<file path="config.mk">
export PLATFORM = sky130hd
export DESIGN_NAME = dacbank_top
export DESIGN_NICKNAME = d
export VERILOG_FILES = /design/src/rtl/dacbank_pkg.sv /design/src/rtl/dacbank_decode.sv /design/src/rtl/dacbank_chan.sv /design/src/rtl/dacbank_range.sv /design/src/rtl/dacbank_top.sv
export SDC_FILE = /design/constraint.sdc
export NUM_CORES = 1
export LEC_CHECK = 0
export BUFFER_PORTS_ARGS = -buffer_cell sky130_fd_sc_hd__buf_2
export CORE_MARGIN = 5
export CORE_UTILIZATION = 55
export CTS_CLUSTER_DIAMETER = 80
export CTS_CLUSTER_SIZE = 12
export DETAILED_ROUTE_END_ITERATION = 16
export GPL_TIMING_DRIVEN = 1
export PLACE_DENSITY = 0.78
export SLEW_MARGIN = 25
export SYNTH_ARGS = -nofsm -noshare
export SYNTH_HDL_FRONTEND = slang
export SYNTH_SLANG_ARGS = --single-unit
</file>
<file path="constraint.sdc">
create_clock -name clk -period 1.8 [get_ports clk]
set_clock_uncertainty 0.2 [all_clocks]
set_input_delay 0 -clock clk [delete_from_list [all_inputs] [get_ports clk]]
set_output_delay 0 -clock clk [all_outputs]
set_load 0.02 [all_outputs]
</file>
<file path="src/rtl/dacbank_pkg.sv">
package dacbank_pkg;

    localparam int NCH_DEF = 4;
    localparam int DW_DEF  = 12;
    localparam int HW_DEF  = 16;
    localparam int AW_DEF  = 6;

    // Byte offsets on the host port
    localparam logic [AW_DEF-1:0] OFS_MODE   = 6'h02;
    localparam logic [AW_DEF-1:0] OFS_RANGE  = 6'h12;
    localparam logic [AW_DEF-1:0] OFS_DATA0  = 6'h14;

    // Mode register bits
    localparam int MODE_EN_BIT  = 1;
    localparam int MODE_BUF_BIT = 0;

    // Range word: channel n fields sit at BASE - n
    localparam int POL_TOP  = 7;
    localparam int GAIN_TOP = 11;

    typedef struct packed {
        logic enable;
        logic buffered;
    } mode_t;

    typedef struct packed {
        logic wr_mode;
        logic wr_range;
        logic rd_range;
        logic rd_data;
    } strobe_t;

    function automatic logic [AW_DEF-1:0] data_ofs(input int n);
        return OFS_DATA0 + AW_DEF'(2 * n);
    endfunction

endpackage

</file>
<file path="src/rtl/dacbank_decode.sv">
module dacbank_decode
    import dacbank_pkg::*;
#(
    parameter int NCH = NCH_DEF,
    parameter int AW  = AW_DEF
) (
    input  logic                 wr,
    input  logic                 rd,
    input  logic [AW-1:0]        addr,
    output strobe_t              stb,
    output logic [NCH-1:0]       wr_chan
);

    always_comb begin
        stb.wr_mode  = wr && (addr == AW'(OFS_MODE));
        stb.wr_range = wr && (addr == AW'(OFS_RANGE));
        stb.rd_range = rd && (addr == AW'(OFS_RANGE));
        stb.rd_data  = rd && (addr == AW'(OFS_MODE));
    end

    for (genvar n = 0; n < NCH; n++) begin : g_chan_dec
        assign wr_chan[n] = wr && (addr == AW'(data_ofs(n)));
    end

endmodule

</file>
<file path="src/rtl/dacbank_chan.sv">
module dacbank_chan #(
    parameter int DW = 12
) (
    input  logic          clk,
    input  logic          rst,
    input  logic          stage_we,
    input  logic [DW-1:0] stage_din,
    input  logic          direct,
    input  logic          commit,
    output logic [DW-1:0] live
);

    logic [DW-1:0] staged;

    always_ff @(posedge clk) begin
        if (rst) begin
            staged <= '0;
        end else if (stage_we) begin
            staged <= stage_din;
        end
    end

    // A direct write wins over a commit in the same cycle
    always_ff @(posedge clk) begin
        if (rst) begin
            live <= '0;
        end else if (stage_we && direct) begin
            live <= stage_din;
        end else if (commit) begin
            live <= staged;
        end
    end

endmodule

</file>
<file path="src/rtl/dacbank_range.sv">
module dacbank_range
    import dacbank_pkg::*;
#(
    parameter int NCH = NCH_DEF,
    parameter int HW  = HW_DEF
) (
    input  logic           clk,
    input  logic           rst,
    input  logic           wr,
    input  logic [HW-1:0]  din,
    input  logic           commit,
    output logic [NCH-1:0] bipolar,
    output logic [NCH-1:0] gain
);

    logic [HW-1:0] staged_word;
    logic [HW-1:0] live_word;

    always_ff @(posedge clk) begin
        if (rst) begin
            staged_word <= '0;
            live_word   <= '0;
        end else begin
            if (wr) begin
                staged_word <= din;
            end
            if (commit) begin
                live_word <= staged_word;
            end
        end
    end

    for (genvar n = 0; n < NCH; n++) begin : g_fields
        assign bipolar[n] = live_word[POL_TOP - n];
        assign gain[n]    = live_word[GAIN_TOP - n];
    end

endmodule

</file>
<file path="src/rtl/dacbank_top.sv">
module dacbank_top
    import dacbank_pkg::*;
#(
    parameter int NCH = NCH_DEF,
    parameter int DW  = DW_DEF,
    parameter int HW  = HW_DEF,
    parameter int AW  = AW_DEF
) (
    input  logic              clk,
    input  logic              rst,
    input  logic              host_wr,
    input  logic              host_rd,
    input  logic [AW-1:0]     host_addr,
    input  logic [HW-1:0]     host_wdata,
    output logic [NCH*DW-1:0] dac_code,
    output logic [NCH-1:0]    dac_bipolar,
    output logic [NCH-1:0]    dac_gain,
    output logic              dac_load
);

    localparam int CODE_W = NCH * DW;

    strobe_t           stb;
    logic [NCH-1:0]    wr_chan;
    mode_t             mode_q;
    logic [CODE_W-1:0] live_flat;
    logic [NCH-1:0]    live_pol;
    logic [NCH-1:0]    live_gain;
    logic              load_now;

    dacbank_decode #(.NCH(NCH), .AW(AW)) u_dec (
        .wr      (host_wr),
        .rd      (host_rd),
        .addr    (host_addr),
        .stb     (stb),
        .wr_chan (wr_chan)
    );

    always_ff @(posedge clk) begin
        if (rst) begin
            mode_q <= '0;
        end else if (stb.wr_mode) begin
            mode_q.enable   <= host_wdata[MODE_EN_BIT];
            mode_q.buffered <= host_wdata[MODE_BUF_BIT];
        end
    end

    for (genvar n = 0; n < NCH; n++) begin : g_ch
        dacbank_chan #(.DW(DW)) u_chan (
            .clk       (clk),
            .rst       (rst),
            .stage_we  (wr_chan[n]),
            .stage_din (host_wdata[DW-1:0]),
            .direct    (!mode_q.buffered),
            .commit    (stb.rd_data),
            .live      (live_flat[n*DW +: DW])
        );
        assign dac_code[n*DW +: DW] = mode_q.enable ? live_flat[n*DW +: DW] : '0;
    end

    dacbank_range #(.NCH(NCH), .HW(HW)) u_range (
        .clk     (clk),
        .rst     (rst),
        .wr      (stb.wr_range),
        .din     (host_wdata),
        .commit  (stb.rd_range),
        .bipolar (live_pol),
        .gain    (live_gain)
    );

    assign dac_bipolar = mode_q.enable ? live_pol  : '0;
    assign dac_gain    = mode_q.enable ? live_gain : '0;

    assign load_now = stb.rd_data || ((|wr_chan) && !mode_q.buffered);

    always_ff @(posedge clk) begin
        if (rst) begin
            dac_load <= 1'b0;
        end else begin
            dac_load <= load_now;
        end
    end

endmodule

</file>
==> flow_metrics.py <==
metrics = {
    "outcome": {
        "status": "finished, final reports clean",
    },
    "power": {
        "swShare_pct": 21.99,
        "leakagePower_uw": 0.002576,
        "power_frac_comb_pct": 4.6,
        "p_seq_share_pct": 42.5,
        "p_int_uw": 4719,
        "switching_power_uw": 1330,
        "p_clk_share_pct": 52.9,
        "power_uw": 6049,
        "p_per_area_mw_per_mm2": 940.0,
        "ir_worst_vdd_uv": 697.5,
    },
    "finish": {
        "fin_util_pct": 73.79,
        "antenna_cells": 0,
        "layout-drive-gt1-share_pct": 21.72,
        "syn_to_final_growth_pct": 30.33,
        "fillers": 590,
        "nets": 737,
    },
    "place": {
        "place.gp.congestion": 0.8440,
        "hpwl_um": 8159,
        "port-buffer-count": 78,
    },
    "floorplanning": {
        "core-area_mm2": 0.008721,
        "dieHeight_um": 104.7,
        "rows": 34,
        "pin_count": 83,
        "initial_utilization_pct": 56.61,
        "die_w_um": 104.7,
        "die_area_mm2": 0.01097,
    },
    "hold_path": {
        "hp-start": "host_addr[5]",
        "min_path_cells": 6,
        "min_path_type": "in -> reg",
        "hold_end": "g_ch[2].u_chan.staged[8]$_SDFFE_PP0P_",
    },
    "routing": {
        "drt_pre_antenna_iters": 5,
        "vias_per_cell": 5.750,
        "wl_per_cell_um": 16.92,
        "detailedRoute.firstIterationViolations": 344,
        "ant_nets": 0,
        "drc": 0,
        "vias": 4778,
        "wl_um": 14060,
    },
    "synthesis": {
        "yosysTopAreaCell": "dfxtp_1",
        "yosysMostFrequentCell": "nand2_1",
        "ys_types": 34,
        "synth_warnings": 0,
        "avgSynthCellArea_um2": 8.054,
        "syn_area_mm2": 0.004937,
        "synth_top_area_share_pct": 46.63,
        "synth_nets": 639,
        "ys_ff_latch": 115,
        "synth_cells": 613,
        "synth.area.top_cells": "dfxtp_1 47%, nand2_1 11%, a21oi_1 7.7%",
        "synth_commonest_cells": "143 x nand2_1, 115 x dfxtp_1, 76 x a21oi_1, 58 x and2_1, 41 x clkbuf_1",
        "synth-main-ff-cell": "dfxtp_1",
        "seq_area_frac_synth_pct": 46.63,
        "synth_edf_count": 0,
        "async_flop_share_pct": 0,
    },
    "setup_path": {
        "crit_path_end_kind": "flip-flop",
        "rr_worst_depth": 4,
        "crit_fanout": 12,
        "cp.arrival_ps": 2010,
        "reg2reg_from": "mode_q[0]$_SDFFE_PP0P_",
        "r2r_slack_ps": 90,
        "worstPathRequired_ps": 2040,
        "worstReg2RegEnd": "g_ch[0].u_chan.live[4]$_SDFFE_PP0P_",
        "criticalPathCategory": "in -> reg",
        "startpoint_type": "input port",
    },
    "grt": {
        "overflow": 0,
        "grt_antenna_before_repair": 0,
        "track_usage_pct": 24.57,
        "first_global_vias": 4509,
        "grt_first_pass_wirelength_um": 21990,
        "grt_max_degree": 52,
    },
    "run": {
        "cap_violations": 0,
    },
    "sta": {
        "min_period_ps": 1766,
        "min_period_over_period_pct": 98.11,
        "slew_violations": 0,
        "setup_viol_count_final": 0,
        "worst_pin_slew_ps": 448.1,
        "final_hold_viol_count": 0,
        "fmax_ghz": 0.5663,
        "slew_headroom_pct": 70.12,
    },
    "clock_tree": {
        "path_clk_slew_ps": 60,
        "insertion_delay_ps": 510,
        "cts_num_sinks": 115,
        "cts_buffers": 17,
        "clockBufferDepth": 2,
        "cts_tree": "done",
        "cts-root-buf": "clkbuf_8",
        "cts_max_level": 4,
    },
}
power by group through the flow:
stage | combinational [µW] | sequential (µW) | clock, µW
floorplan | 127 | 2620 | 0
global placement | 201 | 2620 | 0
detailed placement | 207 | 2620 | 0
CTS | 247 | 2570 | 3210
global route | 293 | 2570 | 3340
finish | 279 | 2570 | 3200
metal layers:
metal  global-route usage, %  share of wire, %  routed length [µm]
met5                       0                 0                   0
met4                   12.33               3.4                 474
met3                   6.967               9.7                1366
met2                   39.61                48                6793
met1                   29.99                39                5427
how the worst max path moves through the flow:
stage,slack (ps),depth (start not counted),to,start
2_1_floorplan,240,5,g_ch[2].u_chan.live[4]$_SDFFE_PP0P_,mode_q[0]$_SDFFE_PP0P_
5_1_grt,-60,7,g_ch[0].u_chan.staged[5]$_SDFFE_PP0P_,host_addr[0]
6_report,30,7,g_ch[0].u_chan.staged[8]$_SDFFE_PP0P_,host_addr[0]
4_1_cts,6,8,g_ch[3].u_chan.staged[10]$_SDFFE_PP0P_,host_addr[0]
3_3_place_gp,140,5,g_ch[0].u_chan.staged[5]$_SDFFE_PP0P_,host_addr[5]
3_5_place_dp,100,5,g_ch[0].u_chan.staged[8]$_SDFFE_PP0P_,host_addr[5]
stage by stage:
| step | TNS [ps] | worst slack (ps) | hold slack, ps | instance area, µm² | cells |
|---|---|---|---|---|---|
| 6_report | 0 | 34.09 | 68.09 | 6435 | 831 |
| 5_1_grt | -364.2 | -59.69 | 85.80 | 6435 | 831 |
| 4_1_cts | 0 | 5.542 | -14.02 | 6286 | 824 |
| 3_5_place_dp | 0 | 95.85 | 153.8 | 5409 | 762 |
| 3_3_place_gp | 0 | 138.3 | 142.5 | 5409 | 762 |
| 2_1_floorplan | 0 | 244.1 | 4.218 | 4937 | 613 |
cell usage in the layout, fill, tap and decap left out, types with 4 or more instances in the layout:
cell type,netlist,final
nor3_1,6,4
nor2_1,30,29
dlygate4sd3_1,0,28
o22ai_1,11,11
clkbuf_8,0,4
a22oi_1,10,10
nor3b_1,10,10
buf_2,15,75
o221a_2,7,7
buf_4,1,24
buf_6,2,5
and2_1,58,57
dfxtp_1,115,115
a211oi_1,4,4
nand2_1,143,143
clkbuf_16,0,16
inv_1,8,8
nand3_1,15,15
a311oi_1,14,14
clkinv_2,0,5
a21oi_1,76,75
nand3b_1,10,10
mux2i_1,14,14
flip-flops by register name (all words and copies together) (netlist names):
| signal | cells |
|---|---|
| dac_load | 1 |
| g_ch.u_chan.live | 48 |
| g_ch.u_chan.staged | 48 |
| mode_q | 2 |
| u_range.live_word | 8 |
| u_range.staged_word | 8 |
critical path, stage by stage:
cell	delay [ps]
dlygate4sd3_1	530
buf_4	190
nor4_2	300
dlygate4sd3_1	610
buf_6	160
nand2_1	70
a21oi_1	150
cells by family (layout without fill, tap and decap cells):
| group | count (synthesis) | count (layout) | synth area share, % |
|---|---|---|---|
| compound gates | 125 | 125 | 15.86 |
| simple gates | 292 | 292 | 28.81 |
| flops | 115 | 115 | 46.63 |
| buf+inv | 67 | 177 | 5.854 |
| mux | 14 | 14 | 2.838 |
final cells by class:
type	count	area, µm²	share of cell area [%]
timing repair buffer	138	988.4	15.36
inverter	8	30.03	0.4667
clock buffer	21	459.2	7.136
sequential	115	2302	35.78
multi-input combinational	431	2412	37.49
clock inverter	10	107.6	1.672
tap	108	135.1	2.100
what timing repair did:
action                                 4_1_cts  5_1_grt
resized for setup                            0       25
hold buffers                                31        0
endpoints found under the hold margin      115        0
setup endpoints to repair                    0       52
buffers inserted                             0        7
Note: power is estimated with default switching activity, not from simulation.
